[config.mk]
export PLATFORM = sky130hd
export DESIGN_NAME = cfg_hdr_top
export DESIGN_NICKNAME = d
export VERILOG_FILES = /design/src/rtl/cfg_hdr_pkg.sv /design/src/rtl/cfg_hdr_ctrl.sv /design/src/rtl/cfg_hdr_regs.sv /design/src/rtl/cfg_hdr_top.sv
export SDC_FILE = /design/constraint.sdc
export NUM_CORES = 1
export LEC_CHECK = 0
export CAP_MARGIN = 20
export CORE_UTILIZATION = 55
export DETAILED_ROUTE_END_ITERATION = 12
export DONT_BUFFER_PORTS = 1
export MAX_ROUTING_LAYER = met4
export PLACE_DENSITY = 0.7
export SLEW_MARGIN = 20
export SYNTH_ARGS = -nofsm -noshare
export SYNTH_HDL_FRONTEND = slang
export SYNTH_HIERARCHICAL = 1
export SYNTH_SLANG_ARGS = --single-unit
[constraint.sdc]
create_clock -name clk -period 2 [get_ports clk]
set_input_delay 0.3 -clock clk [delete_from_list [all_inputs] [get_ports clk]]
set_output_delay 0.3 -clock clk [all_outputs]
set_load 0.03 [all_outputs]
[src/rtl/cfg_hdr_pkg.sv]
package cfg_hdr_pkg;
  localparam int ADDR_W = 6;
  localparam int NUM_SLOTS = 3;

  // dword indices whose position the bus software depends on
  localparam logic [ADDR_W-1:0] IDX_ID      = 6'd0;
  localparam logic [ADDR_W-1:0] IDX_CMDSTAT = 6'd1;
  localparam logic [ADDR_W-1:0] IDX_CLASS   = 6'd2;
  localparam logic [ADDR_W-1:0] IDX_MISC    = 6'd3;
  localparam logic [ADDR_W-1:0] IDX_BAR0    = 6'd4;
  localparam logic [ADDR_W-1:0] IDX_BAR1    = 6'd5;
  localparam logic [ADDR_W-1:0] IDX_BAR2    = 6'd6;
  localparam logic [ADDR_W-1:0] IDX_SUBSYS  = 6'd11;
  localparam logic [ADDR_W-1:0] IDX_CAP     = 6'd13;
  localparam logic [ADDR_W-1:0] IDX_INTR    = 6'd15;

  // writable command bits: io, mem, master, parity response, system error enable
  localparam logic [15:0] CMD_WMASK = 16'h0147;

  typedef struct packed {
    logic                 wrCmdStat;
    logic                 wrMisc;
    logic                 wrIntr;
    logic [NUM_SLOTS-1:0] wrBar;
    logic                 rdEn;
    logic                 userSel;
  } cfgStrobe_t;

  function automatic logic [31:0] barMask(input int unsigned lg);
    barMask = ~((32'h1 << lg) - 32'h1);
  endfunction
endpackage

[src/rtl/cfg_hdr_ctrl.sv]
module cfg_hdr_ctrl
  import cfg_hdr_pkg::*;
(
  input  logic              cfgRd,
  input  logic              cfgWr,
  input  logic [ADDR_W-1:0] cfgDword,
  output cfgStrobe_t        strb
);
  logic inUser;
  logic hdrWr;

  assign inUser = |cfgDword[ADDR_W-1:4];
  assign hdrWr  = cfgWr & ~inUser;

  always_comb begin
    strb           = '0;
    strb.rdEn      = cfgRd;
    strb.userSel   = (cfgRd | cfgWr) & inUser;
    strb.wrCmdStat = hdrWr && (cfgDword == IDX_CMDSTAT);
    strb.wrMisc    = hdrWr && (cfgDword == IDX_MISC);
    strb.wrIntr    = hdrWr && (cfgDword == IDX_INTR);
    for (int i = 0; i < NUM_SLOTS; i++) begin
      strb.wrBar[i] = hdrWr && (cfgDword == IDX_BAR0 + ADDR_W'(i));
    end
  end
endmodule

[src/rtl/cfg_hdr_regs.sv]
module cfg_hdr_regs
  import cfg_hdr_pkg::*;
#(
  parameter logic [15:0] VENDOR_ID  = 16'h1A2B,
  parameter logic [15:0] DEVICE_ID  = 16'h3C4D,
  parameter logic [7:0]  REV_ID     = 8'h05,
  parameter logic [23:0] CLASS_CODE = 24'h028000,
  parameter logic [15:0] SUBSYS_VID = 16'h5E6F,
  parameter logic [15:0] SUBSYS_ID  = 16'h7081,
  parameter logic [7:0]  INT_PIN    = 8'h01,
  parameter logic [7:0]  MIN_GNT    = 8'h02,
  parameter logic [7:0]  MAX_LAT    = 8'h03,
  parameter int          NUM_BARS   = 3,
  parameter logic [NUM_SLOTS-1:0]      BAR_IO   = 3'b010,
  parameter logic [NUM_SLOTS-1:0][4:0] BAR_LOG2 = {5'd31, 5'd4, 5'd12}
) (
  input  logic              clk,
  input  logic              rstN,
  input  cfgStrobe_t        strb,
  input  logic [ADDR_W-1:0] cfgDword,
  input  logic [3:0]        cfgBe,
  input  logic [31:0]       cfgWdata,
  input  logic              usrClaim,
  input  logic [31:0]       usrRdata,
  input  logic [7:0]        usrCapPtr,
  input  logic [3:0]        evtIn,
  input  logic [31:0]       busAddr,
  input  logic              addrIsIo,
  output logic [31:0]       cfgRdata,
  output logic              rdValid,
  output logic [NUM_SLOTS-1:0] barHit,
  output logic [15:0]       cmdOut,
  output logic [3:0]        statOut
);
  logic [15:0] cmdQ;
  logic [3:0]  statQ, statNext, statClr;
  logic [7:0]  latQ, intLineQ;
  logic [31:0] rdNext, rdataQ;
  logic        rdValidQ;
  logic [NUM_SLOTS-1:0][31:0] barRd;

  // status: set pulses win over a write-one clear
  assign statClr  = (strb.wrCmdStat && cfgBe[3]) ? cfgWdata[31:28] : 4'b0000;
  assign statNext = evtIn | (statQ & ~statClr);

  always_ff @(posedge clk or negedge rstN) begin
    if (!rstN) begin
      cmdQ     <= '0;
      statQ    <= '0;
      latQ     <= '0;
      intLineQ <= '0;
      rdataQ   <= '0;
      rdValidQ <= 1'b0;
    end else begin
      if (strb.wrCmdStat && cfgBe[0]) cmdQ[7:0]  <= cfgWdata[7:0]  & CMD_WMASK[7:0];
      if (strb.wrCmdStat && cfgBe[1]) cmdQ[15:8] <= cfgWdata[15:8] & CMD_WMASK[15:8];
      statQ <= statNext;
      if (strb.wrMisc && cfgBe[1]) latQ     <= cfgWdata[15:8];
      if (strb.wrIntr && cfgBe[0]) intLineQ <= cfgWdata[7:0];
      rdValidQ <= strb.rdEn;
      if (strb.rdEn) rdataQ <= rdNext;
    end
  end

  for (genvar i = 0; i < NUM_SLOTS; i++) begin : g_bar
    if (i < NUM_BARS) begin : g_on
      localparam logic [31:0] MASK = barMask(BAR_LOG2[i]);
      logic [31:0] barQ;
      always_ff @(posedge clk or negedge rstN) begin
        if (!rstN) begin
          barQ <= '0;
        end else if (strb.wrBar[i]) begin
          for (int b = 0; b < 4; b++) begin
            if (cfgBe[b]) barQ[8*b +: 8] <= cfgWdata[8*b +: 8] & MASK[8*b +: 8];
          end
        end
      end
      assign barRd[i]  = barQ | {31'b0, BAR_IO[i]};
      assign barHit[i] = (addrIsIo == BAR_IO[i]) &&
                         (BAR_IO[i] ? cmdQ[0] : cmdQ[1]) &&
                         ((busAddr & MASK) == barQ);
    end else begin : g_off
      assign barRd[i]  = '0;
      assign barHit[i] = 1'b0;
    end
  end

  always_comb begin
    rdNext = '0;
    if (strb.userSel) begin
      rdNext = usrClaim ? usrRdata : '0;
    end else begin
      case (cfgDword)
        IDX_ID:      rdNext = {DEVICE_ID, VENDOR_ID};
        IDX_CMDSTAT: rdNext = {statQ, 12'h000, cmdQ};
        IDX_CLASS:   rdNext = {CLASS_CODE, REV_ID};
        IDX_MISC:    rdNext = {16'h0000, latQ, 8'h00};
        IDX_BAR0:    rdNext = barRd[0];
        IDX_BAR1:    rdNext = barRd[1];
        IDX_BAR2:    rdNext = barRd[2];
        IDX_SUBSYS:  rdNext = {SUBSYS_ID, SUBSYS_VID};
        IDX_CAP:     rdNext = {24'h000000, usrCapPtr};
        IDX_INTR:    rdNext = {MAX_LAT, MIN_GNT, INT_PIN, intLineQ};
        default:     rdNext = '0;
      endcase
    end
  end

  assign cfgRdata = rdataQ;
  assign rdValid  = rdValidQ;
  assign cmdOut   = cmdQ;
  assign statOut  = statQ;
endmodule

[src/rtl/cfg_hdr_top.sv]
module cfg_hdr_top
  import cfg_hdr_pkg::*;
#(
  parameter logic [15:0] VENDOR_ID  = 16'h1A2B,
  parameter logic [15:0] DEVICE_ID  = 16'h3C4D,
  parameter logic [7:0]  REV_ID     = 8'h05,
  parameter logic [23:0] CLASS_CODE = 24'h028000,
  parameter logic [15:0] SUBSYS_VID = 16'h5E6F,
  parameter logic [15:0] SUBSYS_ID  = 16'h7081,
  parameter logic [7:0]  INT_PIN    = 8'h01,
  parameter logic [7:0]  MIN_GNT    = 8'h02,
  parameter logic [7:0]  MAX_LAT    = 8'h03,
  parameter int          NUM_BARS   = 3,
  parameter logic [2:0]      BAR_IO   = 3'b010,
  parameter logic [2:0][4:0] BAR_LOG2 = {5'd31, 5'd4, 5'd12}
) (
  input  logic        clk,
  input  logic        rstN,
  input  logic        cfgRd,
  input  logic        cfgWr,
  input  logic [5:0]  cfgDword,
  input  logic [3:0]  cfgBe,
  input  logic [31:0] cfgWdata,
  output logic [31:0] cfgRdata,
  output logic        rdValid,
  output logic        usrSel,
  input  logic        usrClaim,
  input  logic [31:0] usrRdata,
  input  logic [7:0]  usrCapPtr,
  input  logic        parErrIn,
  input  logic        serrIn,
  input  logic        mstAbtIn,
  input  logic        tgtAbtIn,
  input  logic [31:0] busAddr,
  input  logic        addrIsIo,
  output logic [2:0]  barHit
);
  cfgStrobe_t  strb;
  logic [15:0] cmdReg;
  logic [3:0]  statusReg;

  cfg_hdr_ctrl u_ctrl (
    .cfgRd    (cfgRd),
    .cfgWr    (cfgWr),
    .cfgDword (cfgDword),
    .strb     (strb)
  );

  cfg_hdr_regs #(
    .VENDOR_ID (VENDOR_ID),  .DEVICE_ID (DEVICE_ID), .REV_ID (REV_ID),
    .CLASS_CODE(CLASS_CODE), .SUBSYS_VID(SUBSYS_VID), .SUBSYS_ID(SUBSYS_ID),
    .INT_PIN   (INT_PIN),    .MIN_GNT   (MIN_GNT),   .MAX_LAT(MAX_LAT),
    .NUM_BARS  (NUM_BARS),   .BAR_IO    (BAR_IO),    .BAR_LOG2(BAR_LOG2)
  ) u_regs (
    .clk      (clk),
    .rstN     (rstN),
    .strb     (strb),
    .cfgDword (cfgDword),
    .cfgBe    (cfgBe),
    .cfgWdata (cfgWdata),
    .usrClaim (usrClaim),
    .usrRdata (usrRdata),
    .usrCapPtr(usrCapPtr),
    .evtIn    ({parErrIn, serrIn, mstAbtIn, tgtAbtIn}),
    .busAddr  (busAddr),
    .addrIsIo (addrIsIo),
    .cfgRdata (cfgRdata),
    .rdValid  (rdValid),
    .barHit   (barHit),
    .cmdOut   (cmdReg),
    .statOut  (statusReg)
  );

  assign usrSel = strb.userSel;
endmodule

==> results of run 1 <==
area by class of cell:
cell class                 count  area (um^2)
clock buffer                  11          151
clock inverter                 5         60.1
fill                         806         3670
inverter                       2         7.51
multi-input combinational    389         2950
sequential                   107         2680
tap                          133          166
timing repair buffer          30          230
power breakdown:
part           total (W)  switching, W  internal, W
Clock            0.00139      0.000737     0.000653
Combinational   0.000507      0.000238     0.000270
Sequential       0.00259      0.000256      0.00233
Total            0.00448       0.00123      0.00325
worst paths after layout:
path,depth (start not counted),start,endpoint,slack (ps)
setup / recovery,5,u_regs/g_bar[0].g_on.barQ[14],barHit[0],-340
hold / removal,0,rstN,u_regs/cfgRdata[9],-380
setup reg to reg,3,u_regs/g_bar[1].g_on.barQ[14],u_regs/cfgRdata[14],610
hold reg to reg,1,u_regs/statOut[3],u_regs/statOut[3],490
max in group asynchronous,0,rstN,u_regs/cfgRdata[17],2260
min in group clk,1,mstAbtIn,u_regs/statOut[1],20
flip-flops by register name, indices dropped and copies added, names as in the netlist:
signal and count:
u_regs/intLineQ 8, u_regs/g_bar.g_on.barQ 49, u_regs/statOut 4, u_regs/latQ 8, u_regs/cfgRdata 32, u_regs/rdValid 1, u_regs/cmdOut 5
per-stage QoR:
step	setup slack, ps	area (um^2)	instances	power, W	utilization
floorplan	98.2	5720	527	0.00298	-
global placement	59.6	5930	656	0.00307	0.599
detailed placement	50.5	5930	656	0.00310	0.599
CTS	-283	6180	675	0.00448	0.624
global route	-386	6240	677	0.00466	0.630
finish	-337	6240	677	0.00448	0.630
per-layer routing:
metal	global-route usage	wire length, um
met4	0.0969	377
met5	-	0
met2	0.467	7470
met3	0.0919	1950
met1	0.433	6800
repair_timing:
item                       CTS  global route
hold endpoints to repair   108           108
hold buffers                 1             1
setup endpoints to repair    2             2
pin swaps                    5             7
gates resized for setup      2             6
setup buffers                2             1
==> flow_summary.json, run 1 <==
{
  "grt_max_degree": 108,
  "grt_pass1_vias": 4344,
  "cp-end-kind": "output pin",
  "period_minus_slack_ps": 2340,
  "antenna_found_initial": 0,
  "irDropWorstVdd_uv": 508,
  "floorplan.initialDensity": 0.576,
  "dp_hpwl_mm": 12.4,
  "fp.coreArea_um2": 9910,
  "synth.avg_cell_area_um2": 10.8,
  "first_pass_iters": 5,
  "antenna_cells": 0,
  "setup_tns_ps": -582,
  "cp-start-kind": "register",
  "grt-ovfl-total": 0,
  "grt_pass1_wl_mm": 25.1,
  "clockBufferDepth": 2,
  "cpLargestDelayFamily": "simple AND/OR/NAND/NOR gates",
  "cap_violations": 0,
  "slew_viol_final": 0,
  "wirelength_mm": 16.6,
  "netlist_instances": 527,
  "hold_path_class": "in -> async",
  "drt_iter0_markers": 422,
  "critPathSlowestCell": "dfrtp_1",
  "routedWlPerCell_um": 24.5,
  "area_growth_pct": 9.37,
  "clock-sinks": 107,
  "cp_max_fo": 3,
  "fmax_ghz": 0.428,
  "design.portCount": 161,
  "num-nets-final": 663,
  "die_w_um": 104,
  "syn_nets": 651,
  "die-area_um2": 10800,
  "fin_crit_sh": 1.17,
  "globalplace.congestion": 0.945,
  "synth.cell_area_um2": 5700,
  "setup_viol": 2,
  "arrival_ps": 2040,
  "cts_buffers": 9,
  "rsz0062_at_grt": "yes",
  "crit_top_cell": "nor4_2",
  "violations": "negative hold slack, negative setup slack",
  "cp.required_ps": 1700,
  "clock-root-buffer": "clkbuf_8",
  "final_common_cell": "dfrtp_1",
  "gr-usage-all-layers": 0.320,
  "slew_headroom": 0.574,
  "cts_tree": "done",
  "timing.clock.skew_ps": 16.2,
  "yosys_warnings": 6,
  "num_vias": 4506,
  "ant_nets": 0,
  "hold_violations": 107,
  "p_leak_nw": 2.83,
  "crit_chain": "xor2_1, nor4_2, nand4_1, nor4_2, buf_4",
  "clk_latency_ps": 370,
  "num_rows": 36,
  "drc": 0,
  "worst_slack_ps": -337,
  "power.density_nw_per_um2": 719,
  "cp_slowest_stage_delay_ps": 430,
  "routed_via_density": 6.66,
  "fin_hold_ws_ps": -384,
  "cts-htree-levels": 3,
  "criticalPathCategory": "reg -> out",
  "layout_common_cells": "dfrtp_1 (107), mux2_2 (70), nand2_1 (48)",
  "path_clk_slew_ps": 100,
  "run_status": "finished with violations",
  "portBuffers": 0,
  "layout-drive-gt1-share": 0.244,
  "cp.buffers_inverters": 1,
  "tightest_slew_ps": 639,
  "die_y_um": 104
}
No activity file was read; power rests on OpenSTA's default activity.
==> inputs of run 2 (changes only) <==
--- a/config.mk
+++ b/config.mk
@@ -11,6 +11,7 @@
 export DONT_BUFFER_PORTS = 1
 export MAX_ROUTING_LAYER = met4
 export PLACE_DENSITY = 0.7
+export SKIP_LAST_GASP = 1
 export SLEW_MARGIN = 20
 export SYNTH_ARGS = -nofsm -noshare
 export SYNTH_HDL_FRONTEND = slang
==> constraint.sdc (replaced) <==
create_clock -name clk -period 2 [get_ports clk]
set_input_delay 0.3 -clock clk [delete_from_list [all_inputs] [get_ports clk]]
set_output_delay 0.3 -clock clk [all_outputs]
set_load 0.01 [all_outputs]
==> flow_summary.json, run 2 (same netlist as run 1, synthesis figures left out) <==
{
  "layout-drive-gt1-share": 0.231,
  "num_vias": 4370,
  "period_minus_slack_ps": 2150,
  "slew_viol_final": 0,
  "cts_buffers": 9,
  "setup_viol": 2,
  "stdcell_count": 673,
  "arrival_ps": 1850,
  "hold_path_class": "in -> async",
  "globalplace.congestion": 0.876,
  "cts_tree": "done",
  "cp-start-kind": "register",
  "clockPowerShare": 0.282,
  "crit_cells": 5,
  "tightest_slew_ps": 700,
  "floorplan.initialDensity": 0.576,
  "rsz0062_at_grt": "yes",
  "clock-sinks": 107,
  "grt_pass1_wl_mm": 25.5,
  "layout_common_cells": "dfrtp_1 (107), mux2_2 (70), nand2_1 (48)",
  "dp.cells": 658,
  "grt-ovfl-total": 0,
  "clk_latency_ps": 370,
  "wirelength_mm": 16.5,
  "power_frac_seq": 0.599,
  "switching_share": 0.266,
  "p_leak_nw": 2.79,
  "path_clk_slew_ps": 100,
  "fillers": 860,
  "cp.buffers_inverters": 1,
  "die_w_um": 104,
  "run_status": "finished with violations",
  "routed_via_density": 6.49,
  "antenna_cells": 0,
  "hold_violations": 107,
  "crit_chain": "xor2_1, nor4_2, nand4_1, nor4_2, buf_4",
  "crit_top_cell": "nor4_2",
  "cp_max_fo": 3,
  "cellInternalPower_w": 0.00306,
  "dp_hpwl_mm": 12.2,
  "drt_iter0_markers": 336,
  "final_common_cell": "dfrtp_1",
  "largest_reg_flops": 49,
  "critPathSlowestCell": "dfrtp_1",
  "antenna_found_initial": 0,
  "clockBufferDepth": 2,
  "startpoint": "u_regs/g_bar[1].g_on.barQ[9]",
  "die-area_um2": 10800,
  "criticalPathCategory": "reg -> out",
  "power.density_nw_per_um2": 677,
  "worst_slack_ps": -153,
  "fp.coreArea_um2": 9910,
  "regMostFlops": "u_regs/g_bar.g_on.barQ",
  "cp_slowest_stage_delay_ps": 420,
  "cts_hold_buf": 1,
  "cts-htree-levels": 3,
  "p_sw_w": 0.00111,
  "grt_pass1_vias": 4633,
  "die_y_um": 104,
  "irDropWorstVdd_uv": 363,
  "r2r_end": "u_regs/cfgRdata[2]",
  "fmax_ghz": 0.464,
  "violations": "negative hold slack, negative setup slack",
  "reg2reg_from": "u_regs/cmdOut[2]",
  "cp-end-kind": "output pin",
  "gr-usage-all-layers": 0.321,
  "cp.required_ps": 1700,
  "routedWlPerCell_um": 24.5,
  "ant_nets": 0,
  "portBuffers": 0,
  "clock-root-buffer": "clkbuf_8",
  "r2r_setup_slack_ps": 550,
  "design.portCount": 161,
  "setup_tns_ps": -257,
  "drc": 0,
  "pwr-share-comb": 0.119,
  "slew_headroom": 0.521,
  "crit_path_end": "barHit[1]",
  "cap_violations": 0,
  "fin_crit_sh": 1.08,
  "first_pass_iters": 5,
  "grt_max_degree": 108,
  "area_growth_pct": 7.90,
  "num-nets-final": 662,
  "cpLargestDelayFamily": "simple AND/OR/NAND/NOR gates",
  "num_rows": 36,
  "r2r_cells": 4,
  "fin_hold_ws_ps": -383,
  "timing.clock.skew_ps": 9.33
}
[run 2: area by class of cell]
class                   instances  area (um^2)  area share
inverters                       2         7.51     0.00122
well taps                     133          166      0.0270
clock buffers                  11          141      0.0230
clock inverters                 2         15.0     0.00244
repair buffers                 29          220      0.0358
multi-input cells             389         2930       0.476
flip-flops and latches        107         2680       0.435
[run 2: worst register-to-register path, stage by stage (launching register included)]
cell,delay [ps]
dfrtp_1,380
and3_1,130
a2111oi_0,560
buf_4,220
o21ai_1,60
[run 2: power by group through the flow]
stage	clock [W]	combinational [W]	sequential (W)
finish	0.00117	0.000496	0.00250
global route	0.00128	0.000536	0.00252
CTS	0.00120	0.000482	0.00250
detailed placement	0	0.000472	0.00254
global placement	0	0.000458	0.00253
floorplan	0	0.000396	0.00250
[run 2: what timing repair did]
item	4_1_cts	5_1_grt
pin swaps	3	6
gates resized for setup	2	5
hold endpoints to repair	108	107
setup buffers	1	0
endpoints found under the setup margin	2	2
[run 2: through the flow]
step | worst slack [ps] | total power [W] | utilization | cell area, um^2 | hold slack (ps)
2_1_floorplan | 290 | 0.00289 | - | 5700 | 4.41
3_3_place_gp | 86.9 | 0.00299 | 0.599 | 5930 | 7.52
3_5_place_dp | 26.6 | 0.00301 | 0.599 | 5930 | 8.43
4_1_cts | -217 | 0.00418 | 0.618 | 6120 | -397
5_1_grt | -219 | 0.00434 | 0.621 | 6150 | -403
6_report | -153 | 0.00417 | 0.621 | 6150 | -383
[run 2: how the worst min path moves through the flow]
stage	to	slack, ps	cells past startpoint
after detailed placement	u_regs/intLineQ[4]	8	0
after global routing	u_regs/cfgRdata[3]	-400	0
after floorplan	u_regs/cfgRdata[0]	4	0
after global placement	u_regs/cfgRdata[4]	8	0
after CTS	u_regs/g_bar[0].g_on.barQ[18]	-400	0
final	u_regs/intLineQ[3]	-380	0
[run 2: layer usage]
layer | GRT usage | routed length (um)
met5 | - | 0
met3 | 0.0843 | 1530
met1 | 0.398 | 6590
met2 | 0.509 | 7930
met4 | 0.116 | 410
==> inputs of run 3 (changes only) <==
==> constraint.sdc (replaced) <==
create_clock -name clk -period 2.1 [get_ports clk]
set_input_delay 0.315 -clock clk [delete_from_list [all_inputs] [get_ports clk]]
set_output_delay 0.315 -clock clk [all_outputs]
set_load 0.01 [all_outputs]
==> flow_summary.json, run 3 (same netlist as run 1, synthesis figures left out) <==
{
  "run_status": "finished with violations",
  "violations": "negative hold slack, negative setup slack",
  "hold_path_class": "in -> async",
  "fp.coreArea_um2": 9910,
  "grt_max_degree": 108,
  "num-nets-final": 662,
  "layout-drive-gt1-share": 0.232,
  "slew_viol_final": 0,
  "antenna_found_initial": 0,
  "cap_violations": 0,
  "final_common_cell": "dfrtp_1",
  "finalInstanceArea_um2": 6150,
  "drt_iter0_markers": 296,
  "arrival_ps": 1870,
  "clockBufferDepth": 2,
  "cts_buffers": 9,
  "layout_common_cells": "dfrtp_1 (107), mux2_2 (70), nand2_1 (48)",
  "clk_latency_ps": 370,
  "regArea_um2": 2680,
  "path_clk_slew_ps": 100,
  "slew_headroom": 0.581,
  "rsz0062_at_grt": "yes",
  "placed_area_um2": 5930,
  "fin_hold_ws_ps": -372,
  "die-area_um2": 10800,
  "setup_viol": 2,
  "cp.required_ps": 1780,
  "p_leak_nw": 2.80,
  "grt_pass1_wl_mm": 24.5,
  "area_growth_pct": 7.90,
  "globalplace.congestion": 0.899,
  "fin_crit_sh": 1.04,
  "multiInputGateArea_um2": 2910,
  "clock-sinks": 107,
  "irDropWorstVdd_uv": 424,
  "cp-end-kind": "output pin",
  "reg2reg_from": "u_regs/g_bar[1].g_on.barQ[14]",
  "die_w_um": 104,
  "cp_max_fo": 3,
  "cts-htree-levels": 3,
  "design.portCount": 161,
  "gr-usage-all-layers": 0.314,
  "crit_top_cell": "nor4_2",
  "cts_hold_buf": 1,
  "grt-ovfl-total": 0,
  "timing.clock.skew_ps": 8.49,
  "stdcell_count": 675,
  "dp.cells": 656,
  "power.density_nw_per_um2": 646,
  "dp_hpwl_mm": 12.2,
  "fillers": 837,
  "fmax_ghz": 0.459,
  "cts_tree": "done",
  "critPathSlowestCell": "dfrtp_1",
  "cp_slowest_stage_delay_ps": 420,
  "setup_tns_ps": -102,
  "criticalPathCategory": "reg -> out",
  "routedWlPerCell_um": 24.4,
  "num_vias": 4395,
  "startpoint": "u_regs/g_bar[1].g_on.barQ[6]",
  "hold_violations": 107,
  "cpLargestDelayFamily": "simple AND/OR/NAND/NOR gates",
  "cp-start-kind": "register",
  "portBuffers": 0,
  "wirelength_mm": 16.4,
  "die_y_um": 104,
  "routed_via_density": 6.51,
  "num_rows": 36,
  "antenna_cells": 0,
  "first_pass_iters": 5,
  "largest_reg_flops": 49,
  "floorplan.initialDensity": 0.576,
  "tightest_slew_ps": 613,
  "regMostFlops": "u_regs/g_bar.g_on.barQ",
  "worst_slack_ps": -80.6,
  "clock-root-buffer": "clkbuf_8",
  "cp.buffers_inverters": 1,
  "crit_chain": "xor2_1, nor4_2, nand4_1, nor4_2, buf_4",
  "ant_nets": 0,
  "grt_pass1_vias": 4381,
  "drc": 0,
  "period_minus_slack_ps": 2180
}
[run 3: where the power goes]
group	leakage, nW	internal [W]	switching (W)	total [W]
registers	1.41	0.00222	0.000156	0.00238
clock network	0.0819	0.000422	0.000697	0.00112
logic	1.31	0.000252	0.000228	0.000480
[run 3: path summary, 6_finish.rpt]
kind                            cells past startpoint             endpoint  slack, ps
worst min-delay path                                0     u_regs/cmdOut[1]       -370
worst max-delay path                                5            barHit[1]        -80
min in group clk                                    1    u_regs/statOut[2]         30
max in group asynchronous                           0  u_regs/cfgRdata[25]       2320
worst min register to register                      1    u_regs/statOut[0]        510
worst max register to register                      3  u_regs/cfgRdata[14]        650
[run 3: stage by stage]
stage                     utilization  setup slack [ps]  total power (W)
final                           0.621             -80.6          0.00398
after global routing            0.621              -183          0.00412
after CTS                       0.620             -76.4          0.00398
after detailed placement        0.599               157          0.00287
after global placement          0.599               159          0.00284
after floorplan                     -               375          0.00275
[run 3: worst reg2reg max path: cells and delay by family, from the launching register on]
kind               cells  cell delay, ps
and+or+nand+nor        2             720
DFF                    1             420
AOI/OAI and AO/OA      1             180
[run 3: what timing repair did]
item                                    in CTS  in global routing
pin swaps                                    5                  1
gates resized for setup                      3                  2
endpoints found under the setup margin       2                  2
endpoints found under the hold margin      108                107
setup buffers                                3                  0
gates cloned                                 0                  0
[run 3: routing by layer]
metal  GRT usage  wire length, um
met5           -                0
met1       0.394             6610
met3      0.0743             1530
met4       0.119              420
met2       0.493             7880
[run 3: final cells by class]
cell class / instances / area share
clock buffers: 10 / 0.0207
inverters: 2 / 0.00122
repair buffers: 29 / 0.0378
flip-flops and latches: 107 / 0.435
clock inverters: 5 / 0.00508
well taps: 133 / 0.0270
multi-input cells: 389 / 0.473
